--- config.mk ---
export PLATFORM = sky130hd
export DESIGN_NAME = pirq_aggregator
export DESIGN_NICKNAME = d
export VERILOG_FILES = /design/src/rtl/pirq_pkg.sv /design/src/rtl/pirq_mask_reg.sv /design/src/rtl/pirq_status.sv /design/src/rtl/pirq_lowest.sv /design/src/rtl/pirq_aggregator.sv
export SDC_FILE = /design/constraint.sdc
export NUM_CORES = 1
export LEC_CHECK = 0
export ABC_AREA = 1
export CAP_MARGIN = 15
export CORE_MARGIN = 5
export CORE_UTILIZATION = 45
export CTS_CLUSTER_DIAMETER = 80
export DETAILED_ROUTE_END_ITERATION = 7
export PLACE_DENSITY = 0.84
export SYNTH_ARGS = -nofsm -noshare
export SYNTH_HDL_FRONTEND = slang
export SYNTH_HIERARCHICAL = 1
export SYNTH_SLANG_ARGS = --single-unit
--- constraint.sdc ---
create_clock -name clk_i -period 2.2 [get_ports clk_i]
set_input_delay 0.44 -clock clk_i [delete_from_list [all_inputs] [get_ports clk_i]]
set_output_delay 0.44 -clock clk_i [all_outputs]
set_load 0.1 [all_outputs]
--- src/rtl/pirq_pkg.sv ---
package pirq_pkg;
  // Register word addresses (byte addressed, word aligned)
  localparam int unsigned ADDR_MASK   = 'h0;
  localparam int unsigned ADDR_STATUS = 'h4;
  localparam int unsigned ADDR_VECTOR = 'h8;

  // Default layout of the source vector
  localparam int unsigned DEF_NUM_SRC = 32;
  localparam logic [31:0] DEF_LATCHED = 32'h0000_0C00;

  typedef enum logic [1:0] {
    SEL_MASK,
    SEL_STATUS,
    SEL_VECTOR,
    SEL_NONE
  } reg_sel_e;
endpackage

--- src/rtl/pirq_mask_reg.sv ---
module pirq_mask_reg #(
  parameter int unsigned NUM_SRC = 32
) (
  input  logic               clk_i,
  input  logic               rst_ni,
  input  logic               wr_i,
  input  logic [NUM_SRC-1:0] wdata_i,
  output logic [NUM_SRC-1:0] mask_o
);
  logic [NUM_SRC-1:0] mask_q;

  always_ff @(posedge clk_i or negedge rst_ni) begin
    if (!rst_ni) begin
      mask_q <= '0;
    end else if (wr_i) begin
      mask_q <= wdata_i;
    end
  end

  assign mask_o = mask_q;

  AST_MASK_LOADS: assert property (@(posedge clk_i) disable iff (!rst_ni)
    $past(wr_i) |-> (mask_o == $past(wdata_i)));
  AST_MASK_HOLDS: assert property (@(posedge clk_i) disable iff (!rst_ni)
    !$past(wr_i) |-> $stable(mask_o));
endmodule

--- src/rtl/pirq_status.sv ---
module pirq_status #(
  parameter int unsigned        NUM_SRC = 32,
  parameter logic [NUM_SRC-1:0] LATCHED = 32'h0000_0C00
) (
  input  logic               clk_i,
  input  logic               rst_ni,
  input  logic [NUM_SRC-1:0] src_i,
  input  logic               clr_wr_i,
  input  logic [NUM_SRC-1:0] wdata_i,
  output logic [NUM_SRC-1:0] status_o
);
  // Write data on live positions is discarded on purpose
  logic unused_live_wdata;
  assign unused_live_wdata = ^(wdata_i & ~LATCHED);

  for (genvar b = 0; b < NUM_SRC; b++) begin : g_bit
    if (LATCHED[b]) begin : g_latched
      logic prev_q;
      logic held_q;
      logic rise;
      logic clr_hit;

      assign rise    = src_i[b] & ~prev_q;
      assign clr_hit = clr_wr_i & wdata_i[b];

      always_ff @(posedge clk_i or negedge rst_ni) begin
        if (!rst_ni) begin
          prev_q <= 1'b0;
          held_q <= 1'b0;
        end else begin
          prev_q <= src_i[b];
          // edge capture has priority over a clearing write
          held_q <= rise | (held_q & ~clr_hit);
        end
      end

      assign status_o[b] = held_q;

      AST_LATCH_HOLDS: assert property (@(posedge clk_i) disable iff (!rst_ni)
        ($past(status_o[b]) && !$past(clr_wr_i && wdata_i[b])) |-> status_o[b]);
      AST_LATCH_CLEARS: assert property (@(posedge clk_i) disable iff (!rst_ni)
        ($past(clr_wr_i && wdata_i[b]) && !$past(src_i[b])) |-> !status_o[b]);
      AST_LATCH_SETS: assert property (@(posedge clk_i) disable iff (!rst_ni)
        $rose(src_i[b]) |=> status_o[b]);
    end else begin : g_live
      assign status_o[b] = src_i[b];
    end
  end
endmodule

--- src/rtl/pirq_lowest.sv ---
module pirq_lowest #(
  parameter int unsigned NUM_SRC = 32,
  localparam int unsigned IDX_W  = $clog2(NUM_SRC)
) (
  input  logic [NUM_SRC-1:0] req_i,
  output logic               valid_o,
  output logic [IDX_W-1:0]   idx_o
);
  always_comb begin
    valid_o = 1'b0;
    idx_o   = '0;
    for (int i = NUM_SRC - 1; i >= 0; i--) begin
      if (req_i[i]) begin
        valid_o = 1'b1;
        idx_o   = IDX_W'(i);
      end
    end
  end

  logic [NUM_SRC-1:0] below;
  assign below = (NUM_SRC'(1) << idx_o) - NUM_SRC'(1);

  always_comb begin
    if (valid_o) begin
      AST_IDX_PENDING: assert (req_i[idx_o]);
      AST_NONE_BELOW: assert ((req_i & below) == '0);
    end else begin
      AST_EMPTY_REQ: assert (req_i == '0);
    end
  end
endmodule

--- src/rtl/pirq_aggregator.sv ---
module pirq_aggregator
  import pirq_pkg::*;
#(
  parameter int unsigned        NUM_SRC = DEF_NUM_SRC,
  parameter logic [NUM_SRC-1:0] LATCHED = DEF_LATCHED,
  parameter int unsigned        ADDR_W  = 4,
  localparam int unsigned       IDX_W   = $clog2(NUM_SRC),
  localparam int unsigned       VLD_BIT = NUM_SRC - 1
) (
  input  logic               clk_i,
  input  logic               rst_ni,
  input  logic [NUM_SRC-1:0] src_i,
  input  logic               reg_wr_i,
  input  logic               reg_rd_i,
  input  logic [ADDR_W-1:0]  reg_addr_i,
  input  logic [NUM_SRC-1:0] reg_wdata_i,
  output logic [NUM_SRC-1:0] reg_rdata_o,
  output logic               irq_o
);
  reg_sel_e           sel;
  logic [NUM_SRC-1:0] mask;
  logic [NUM_SRC-1:0] status;
  logic [NUM_SRC-1:0] pending;
  logic               vec_valid;
  logic [IDX_W-1:0]   vec_idx;
  logic [NUM_SRC-1:0] vec_word;
  logic [NUM_SRC-1:0] rdata_q;

  always_comb begin
    if (reg_addr_i == ADDR_W'(ADDR_MASK))        sel = SEL_MASK;
    else if (reg_addr_i == ADDR_W'(ADDR_STATUS)) sel = SEL_STATUS;
    else if (reg_addr_i == ADDR_W'(ADDR_VECTOR)) sel = SEL_VECTOR;
    else                                         sel = SEL_NONE;
  end

  pirq_mask_reg #(.NUM_SRC(NUM_SRC)) u_mask (
    .clk_i   (clk_i),
    .rst_ni  (rst_ni),
    .wr_i    (reg_wr_i && (sel == SEL_MASK)),
    .wdata_i (reg_wdata_i),
    .mask_o  (mask)
  );

  pirq_status #(.NUM_SRC(NUM_SRC), .LATCHED(LATCHED)) u_status (
    .clk_i    (clk_i),
    .rst_ni   (rst_ni),
    .src_i    (src_i),
    .clr_wr_i (reg_wr_i && (sel == SEL_STATUS)),
    .wdata_i  (reg_wdata_i),
    .status_o (status)
  );

  assign pending = status & mask;
  assign irq_o   = |pending;

  pirq_lowest #(.NUM_SRC(NUM_SRC)) u_lowest (
    .req_i   (pending),
    .valid_o (vec_valid),
    .idx_o   (vec_idx)
  );

  always_comb begin
    vec_word              = '0;
    vec_word[IDX_W-1:0]   = vec_idx;
    vec_word[VLD_BIT]     = vec_valid;
  end

  always_ff @(posedge clk_i or negedge rst_ni) begin
    if (!rst_ni) begin
      rdata_q <= '0;
    end else if (reg_rd_i) begin
      unique case (sel)
        SEL_MASK:   rdata_q <= mask;
        SEL_STATUS: rdata_q <= status;
        SEL_VECTOR: rdata_q <= vec_word;
        default:    rdata_q <= '0;
      endcase
    end
  end

  assign reg_rdata_o = rdata_q;

  AST_IRQ_VEC_AGREE: assert property (@(posedge clk_i) disable iff (!rst_ni)
    irq_o == vec_valid);
  AST_MASKED_SILENT: assert property (@(posedge clk_i) disable iff (!rst_ni)
    (mask == '0) |-> !irq_o);
  AST_UNMAPPED_ZERO: assert property (@(posedge clk_i) disable iff (!rst_ni)
    $past(reg_rd_i && (sel == SEL_NONE)) |-> (reg_rdata_o == '0));
  AST_RDATA_HOLD: assert property (@(posedge clk_i) disable iff (!rst_ni)
    !$past(reg_rd_i) |-> $stable(reg_rdata_o));
endmodule

**After elaboration in Yosys (flattened, before gate mapping)**

Cells that the tools add are included.

- Output and inout bits: 33
- Logic and storage cells: 96
- Bits of input ports: 72
- Bits in registers: 68

- Eq/ne operators: 4
- Bitwise operators: 13
- Muxes and demuxes: 68
- Reduce and logical (&&, ||, !) cells: 5

Operators by type and width:

| cell | count |
|---|---|
| $mux 5 | 32 |
| $pmux 32 s3 | 1 |
| $mux 1 | 33 |
| $and 32x32->32 | 1 |
| $reduce_or 32->1 | 1 |
| $and 1x1->1 | 6 |
| $eq 4x3->1 const B | 1 |
| $eq 4x4->1 const B | 1 |
| $logic_not 4->1 | 1 |
| $mux 2 | 2 |
| $not 1->1 | 4 |
| $eq 2x1->1 const B | 1 |
| $eq 2x2->1 const B | 1 |
| $logic_and 1x1->1 | 2 |
| $logic_not 2->1 | 1 |
| $or 1x1->1 | 2 |

**Longest topological paths before layout**

Gate-level depths: netlist (run 1).

- Depth in word-level cells: 34
- Gate-level depth with buffers: 38
- Mapped depth without buffers: 37

**By module**

Netlist (run 1), hierarchy kept.

Modules (own cells, without submodules):

| module | area an instance (um^2) | cells an instance | sequential area each (um^2) | times used |
|---|---|---|---|---|
| pirq_aggregator | 2204.6 | 357 | 800.8 | 1 |
| pirq_mask_reg | 1292.5 | 136 | 800.8 | 1 |
| pirq_lowest | 442.9 | 107 | 0.0 | 1 |
| pirq_status | 377.9 | 46 | 100.1 | 1 |

**Worst setup path after synthesis (run 1)**

Ideal clock, no wire load.

- Path kind: in2reg
- From: input src_i[30]
- To: register rdata_q[0] (netlist: reg_rdata_o[0])
- Data required time: 2.132 ns
- Path slack: -0.103 ns
- Stages: 38
- Path buffers: 1
- Arrival time: 2.235 ns
- Setup time: 0.068 ns
- Path through: buf_4 -> nand2_1 -> inv_1 -> inv_1 -> nand2_1 -> nand2_1 -> nand2_1 -> nand2_1 -> nand2_1 -> nand2_1 -> nand2_1 -> nand2_1 -> nand2_1 -> nand2_1 -> nand2_1 -> nand2_1 -> nand2_1 -> nand2_1 -> (+2 left out) -> nand2_1 -> nand2_1 -> nand2_1 -> nand2_1 -> nand2_1 -> nand2_1 -> nand2_1 -> nand2_1 -> nand2_1 -> nand2_1 -> nand2_1 -> nand2_1 -> nand2_1 -> a21oi_2 -> nand3_1 -> nand3_1 -> nand2_1 -> nand2_1

- Cells in the longest elaborated chain, start to end: 33

RTL lines:

| what | line | text |
|---|---|---|
| start: declaration | pirq_aggregator.sv:12 | `input logic [NUM_SRC-1:0] src_i,` |
| $and 32x32->32 | pirq_aggregator.sv:53 | `assign pending = status & mask;` |
| via pending[30] | pirq_aggregator.sv:23 | `logic [NUM_SRC-1:0] pending;` |
| $mux 5 (31 in series) | pirq_lowest.sv:13 | `if (req_i[i]) begin` |
| via vec_idx[0] | pirq_aggregator.sv:25 | `logic [IDX_W-1:0] vec_idx;` |
| $pmux 32 s3 | pirq_aggregator.sv:72 | `unique case (sel)` |
| end signal: assignment | pirq_aggregator.sv:73 | `SEL_MASK: rdata_q <= mask;` |
| end signal: assignment | pirq_aggregator.sv:74 | `SEL_STATUS: rdata_q <= status;` |
| end signal: assignment | pirq_aggregator.sv:75 | `SEL_VECTOR: rdata_q <= vec_word;` |
| end: declaration | pirq_aggregator.sv:27 | `logic [NUM_SRC-1:0] rdata_q;` |

The timed path passes the listed nets, and every way through them passes these cells.
A chain may end at the register's enable or synchronous reset.

**Worst setup path after layout (run 1)**

- From: input src_i[25]
- To: register rdata_q[0] (netlist: reg_rdata_o[0])

- Cells in the longest elaborated chain, start to end: 28

RTL lines:

| what | line |
|---|---|
| $and 32x32->32 | pirq_aggregator.sv:53 |
| via pending[25] | pirq_aggregator.sv:23 |
| $mux 5 (26 in series) | pirq_lowest.sv:13 |
| via vec_idx[0] | pirq_aggregator.sv:25 |
| $pmux 32 s3 | pirq_aggregator.sv:72 |

The timed path passes the listed nets, and every way through them passes these cells.

==> results of run 1 <==
==> timing repair <==
item | in CTS | in global routing
gates cloned | 0 | 0
gates resized for setup | 13 | 10
endpoints found under the setup margin | 2 | 6
hold buffers | 0 | 0
pin swaps | 13 | 5
buffers inserted | 2 | 1
==> path summary, 6_finish.rpt <==
kind,startpoint,cells past startpoint,slack [ns],end
setup / recovery,src_i[25],33,-0.17,reg_rdata_o[0]
hold / removal,rst_ni,2,0.12,reg_rdata_o[27]
setup reg to reg,u_mask/mask_o[30],37,-0.17,reg_rdata_o[0]
hold reg to reg,u_status/g_bit[10].g_latched.prev_q,3,0.48,u_status/g_bit[10].g_latched.held_q
max in group asynchronous,rst_ni,2,1.68,u_mask/mask_o[12]
min in group clk_i,u_status/g_bit[10].g_latched.prev_q,3,0.48,u_status/g_bit[10].g_latched.held_q
==> cell type report <==
class / count / area, sq um / area share
tap: 129 / 161 / 0.0289
timing repair buffer: 147 / 1310 / 0.234
multi-input combinational: 446 / 1920 / 0.343
clock inverter: 5 / 75.1 / 0.0134
clock buffer: 11 / 141 / 0.0253
inverter: 73 / 282 / 0.0504
sequential: 68 / 1700 / 0.305
==> cells in the mapped netlist (all sizes together) <==
| library cell | number |
|---|---|
| o21bai | 1 |
| nand3 | 78 |
| inv | 73 |
| nor3 | 2 |
| clkbuf | 5 |
| a311oi | 1 |
| nor4 | 3 |
| nand2 | 323 |
| a211oi | 1 |
| o31ai | 1 |
| buf | 54 |
| dfrtp | 68 |
| a21oi | 4 |
| nor2 | 30 |
| o21ai | 1 |
| a31oi | 1 |
==> flip-flops by register name (all words and copies together), names as in the netlist <==
| name | count |
|---|---|
| reg_rdata_o | 32 |
| u_status/g_bit.g_latched.held_q | 2 |
| u_mask/mask_o | 32 |
| u_status/g_bit.g_latched.prev_q | 2 |
==> power by group through the flow <==
stage | sequential [mW] | combinational [mW] | clock (mW)
floorplan | 1.70 | 0.639 | 0
global placement | 1.53 | 1.21 | 0
detailed placement | 1.54 | 1.24 | 0
CTS | 1.52 | 1.26 | 1.17
global route | 1.54 | 1.44 | 1.22
finish | 1.52 | 1.29 | 1.14
==> layer usage <==
| metal | global-route usage | part of all wire |
|---|---|---|
| met1 | 0.260 | 0.44 |
| met2 | 0.337 | 0.47 |
| met3 | 0.0376 | 0.075 |
| met4 | 0.0739 | 0.017 |
| met5 | 0 | 0 |
==> metrics by stage <==
stage	area [sq um]	util	total power, mW	std cells	hold slack [ns]
detailed placement	5300	0.571	2.78	860	0.471
global route	5580	0.601	4.20	879	0.145
global placement	5300	0.571	2.74	860	0.464
floorplan	4320	-	2.34	646	0.144
finish	5580	0.601	3.95	879	0.119
CTS	5540	0.597	3.95	878	0.118
==> logic make-up after synthesis <==
logic type / Yosys count / share of synthesized area
buf+inv: 132 / 0.174
compound gates: 10 / 0.0154
simple gates: 436 / 0.417
flops: 68 / 0.394
==> worst max-delay path: cells and delay by family <==
kind                   cells  cell delay, ns
AOI/OAI and AO/OA          1            0.12
buffers and inverters      3            0.60
and+or+nand+nor           29            1.49
==> metrics.md, run 1 <==
| Metric | Value |
|---|---|
| WP data required | 2.48 ns |
| Clk_skew | 0.00644 ns |
| Yosys warns | 6 |
| Clk root buf | clkbuf_8 |
| Fin nets | 817 |
| # fillers | 852 |
| Final worst slack | -0.169 ns |
| Total Negative Setup Slacks | -0.250 ns |
| Crit path max-delay cell type | clkdlybuf4s50_1 |
| # IOs | between 100 and 150 |
| Mapped Nets | 718 |
| Starting Density | 0.465 |
| First-pass GRT wire length | 19000 um |
| # rows | 35 |
| Initial antenna violation count | 0 |
| CP endpoint kind | register |
| Die Ht | 108 um |
| Port buffer count | 104 |
| Switching pwr | 1.36 mW |
| Area growth from synthesis to layout | 29.3% |
| Syn Inst Count | 646 |
| Worst slack at placement | -0.713 ns |
| Comb pwr share | 0.326 |
| Final hold vios | 0 |
| GRT Total Usage | 0.201 |
| CTS tree | yes |
| Max-slew violations | 0 |
| Pin count of the biggest net entering global routing | 39 |
| Final worst-path cycle share | 1.08 |
| Insertion delay to the later sink of the worst-skew pair | 0.34 ns |
| Period minus WS final | 2.37 ns |
| Max-cap check violation count | 0 |
| Sw frac | 0.344 |
| Distinct cell type count after synthesis | 27 |
| Sequential share of power | 0.385 |
| RePlAce Congestion | about 0.88 |
| Synth Register Bits | 68 |
| Routed vias/inst | 4.89 |
| Sequential share of the synthesized area | 0.394 |
| Clock network fraction of design power | 0.289 |
| Number of global-route vias before repair | 4196 |
| Synth top area cells | dfrtp_1, nand2_1, nand3_1 |
| Cell Int Power | 2.59 mW |
| Netlist Area Pre-Place | 4320 sq um |
| Die width | 108 um |
| Post-Route WL | between 10000 and 15000 um |
| Largest area contributor in the netlist | dfrtp_1 |
| CTS buffer count | 9 |
| CP Launch Type | primary input |
| DR WL/cell | 13.1 um |
| Worst-path clk slew | roughly 0.08 ns |
| Pwr dens | 707 nW/um^2 |
| CP Max Fanout | 2 |
| Syn avg cell area | 6.68 sq um |
| Failing checks | setup timing |
| DRT iter0 DRCs | 223 |
| Clock buffer depth | 2 |
| GR Overflow Total | 0 |
| Most common cell after layout, fill and taps aside | nand2_1 |
| Slew @ Worst Pin | ~0.50 ns |
| Via Count | 4300 |
| Total Die Area | 11700 sq um |
| RSZ-0062 raised after global routing | true |
| Share of layout cells above drive strength 1 | 0.175 |
| Core ar. | between 9000 and 10000 sq um |
| Final setup viols | 2 |
| Worst rel slew slack | 0.666 |
| CP max stage delay | 0.50 ns |
| Final HPWL DP | approximately 8400 um |
| CTS H-tree depth | 3 |
| Most frequent cells in the layout | nand2_1, nand3_1, buf_4, dfrtp_1, clkdlybuf4s50_1 |
| Num Clock Sinks | 68 |
| Max rail drop VDD | 0.306 mV |
| Final ANT Viol Nets | 0 |
| Status | complete, but fails checks |
| Worst Hold Class | primary input to asynchronous set/reset pin |
| Critical path class | primary input to register |
| Max Freq | 0.422 GHz |
| Antenna Cells | 0 |
| Arr. time, crit path | 2.65 ns |
| CP most frequent cell | nand2_1 |
| Synth top area share | 0.394 |
| DRT Pass-1 Iters | 5 |
| Pleak | 3.27 nW |
| Residual DRC | 0 |
Note: power is estimated with default switching activity, not from simulation.
==> inputs of run 2 (changes only) <==
--- a/config.mk
+++ b/config.mk
@@ -8,10 +8,11 @@
 export ABC_AREA = 1
 export CAP_MARGIN = 15
 export CORE_MARGIN = 5
-export CORE_UTILIZATION = 45
+export CORE_UTILIZATION = 30
 export CTS_CLUSTER_DIAMETER = 80
+export CTS_CLUSTER_SIZE = 20
 export DETAILED_ROUTE_END_ITERATION = 7
-export PLACE_DENSITY = 0.84
+export PLACE_DENSITY = 0.62
 export SYNTH_ARGS = -nofsm -noshare
 export SYNTH_HDL_FRONTEND = slang
 export SYNTH_HIERARCHICAL = 1
==> metrics.md, run 2 (synthesized netlist as in run 1, its figures left out) <==
| Metric | Value |
|---|---|
| Status | complete, but fails checks |
| Failing checks | setup timing |
| CP delay by family, top | simple AND/OR/NAND/NOR gates |
| # IOs | 105 |
| Die Ht | between 100 and 150 um |
| Share of layout cells above drive strength 1 | 0.181 |
| Period minus WS final | roughly 2.4 ns |
| Comb pwr share | 0.280 |
| Final ANT Viol Nets | 0 |
| Finished Core Util | 0.422 |
| CP endpoint kind | register |
| CP Max Fanout | 2 |
| Clk root buf | clkbuf_16 |
| Starting Density | 0.309 |
| Total Die Area | 16900 sq um |
| CP Launch Type | primary input |
| Pin count of the biggest net entering global routing | ~70 |
| Post-CTS Hold Buffers | 0 |
| Max rail drop VDD | 0.583 mV |
| Pleak | about 3.4 nW |
| WP data required | 2.48 ns |
| Core ar. | 14000 sq um |
| Max-slew violations | 0 |
| Slew @ Worst Pin | 0.565 ns |
| Final setup viols | 2 |
| Sequential share of power | 0.319 |
| Most frequent cells in the layout | nand2_1, buf_4, nand3_1, dfrtp_1, inv_1 |
| Worst slack at placement | -0.688 ns |
| Max Freq | roughly 0.42 GHz |
| Total design power | 4.75 mW |
| GRT Total Usage | 0.157 |
| Total Negative Setup Slacks | -0.254 ns |
| Die width | 130 um |
| Worst rel slew slack | 0.623 |
| Antenna Cells | 0 |
| Final worst-path cycle share | 1.07 |
| Post-Route WL | about 12000 um |
| Worst-path clk slew | around 0.060 ns |
| DRT iter0 DRCs | approximately 120 |
| WP buf/inv | 3 |
| Insertion delay to the later sink of the worst-skew pair | 0.34 ns |
| Most common cell after layout, fill and taps aside | nand2_1 |
| Clock network fraction of design power | 0.401 |
| CTS H-tree depth | 3 |
| Residual DRC | 0 |
| Final Hold Slack | 0.119 ns |
| Port buffer count | 104 |
| CTS tree | yes |
| Final worst slack | -0.159 ns |
| Crit path max-delay cell type | clkdlybuf4s50_1 |
| Pwr dens | roughly 800 nW/um^2 |
| DR WL/cell | 13.2 um |
| Clock buffer depth | 2 |
| Fin nets | approximately 800 |
| Cell Int Power | about 3.3 mW |
| Sw frac | 0.308 |
| Final hold vios | 0 |
| GR Overflow Total | 0 |
| Number of global-route vias before repair | 4177 |
| Via Count | 4079 |
| First-pass GRT wire length | roughly 20000 um |
| Clk_skew | roughly 0.0046 ns |
| Worst Hold Class | primary input to asynchronous set/reset pin |
| RePlAce Congestion | roughly 0.8 |
| Critical path class | primary input to register |
| Arr. time, crit path | 2.64 ns |
| Final HPWL DP | 8900 um |
| Max-cap check violation count | 0 |
| Initial antenna violation count | 0 |
| DRT Pass-1 Iters | 4 |
| Num Clock Sinks | 68 |
| CTS buffer count | 9 |
| Routed vias/inst | 4.35 |
| CP most frequent cell | nand2_1 |
| CP max stage delay | about 0.49 ns |
| Area growth from synthesis to layout | 36.9% |
| Switching pwr | 1.46 mW |
| # rows | 43 |
| RSZ-0062 raised after global routing | true |
run 2: power groups by stage:
stage                     Clock (mW)  Sequential [mW]  Combinational [mW]
after floorplan                    0             1.70               0.639
after global placement             0             1.53                1.28
after detailed placement           0             1.53                1.29
after CTS                       1.95             1.51                1.32
after global routing            2.00             1.54                1.51
final                           1.90             1.52                1.33
run 2: final timing paths:
| check | depth (start not counted) | to | slack [ns] | startpoint |
|---|---|---|---|---|
| min in group clk_i | 5 | reg_rdata_o[23] | 0.48 | src_i[23] |
| max in group asynchronous | 2 | u_mask/mask_o[8] | 1.78 | rst_ni |
| worst min-delay path | 2 | reg_rdata_o[26] | 0.12 | rst_ni |
| worst min register to register | 2 | reg_rdata_o[25] | 0.48 | reg_rdata_o[25] |
| worst max register to register | 37 | reg_rdata_o[0] | -0.15 | u_mask/mask_o[30] |
| worst max-delay path | 33 | reg_rdata_o[0] | -0.16 | src_i[25] |
run 2: layout make-up:
cell class | instances | area (sq um)
fill | 1487 | 8080
multi-input combinational | 446 | 1920
sequential | 68 | 1700
timing repair buffer | 154 | 1390
inverter | 73 | 282
clock buffer | 9 | 225
tap | 180 | 225
clock inverter | 7 | 163
run 2: worst reg2reg max path: cells and delay by family (launching register included):
kind | cells | cell delay (ns)
and+or+nand+nor | 34 | 1.72
DFF | 1 | 0.38
AOI/OAI and AO/OA | 1 | 0.10
buffers and inverters | 2 | 0.09
run 2: timing repair:
action,4_1_cts,5_1_grt
setup buffers,5,1
pin swaps,5,15
cloned,0,0
endpoints found under the setup margin,2,7
gates resized for setup,8,15
run 2: layer usage:
layer  up-vias  track usage  share of wire
met3        10       0.0397          0.059
li1       2131            -              -
met4         0       0.0495          0.014
met1      1850        0.204           0.47
met5         -            0              0
met2        88        0.258           0.46
run 2: per-stage QoR:
step           area (sq um)  instances
6_report               5910        937
5_1_grt                5910        937
4_1_cts                5880        939
3_5_place_dp           5450        918
3_3_place_gp           5450        918
2_1_floorplan          4320        646
==> inputs of run 3 (changes only) <==
--- a/config.mk
+++ b/config.mk
@@ -9,7 +9,6 @@
 export CAP_MARGIN = 15
 export CORE_MARGIN = 5
 export CORE_UTILIZATION = 30
-export CTS_CLUSTER_DIAMETER = 80
 export CTS_CLUSTER_SIZE = 20
 export DETAILED_ROUTE_END_ITERATION = 7
 export PLACE_DENSITY = 0.62
==> results of run 3 <==
No change in the layout: final DEF, timing and power equal those of run 2.
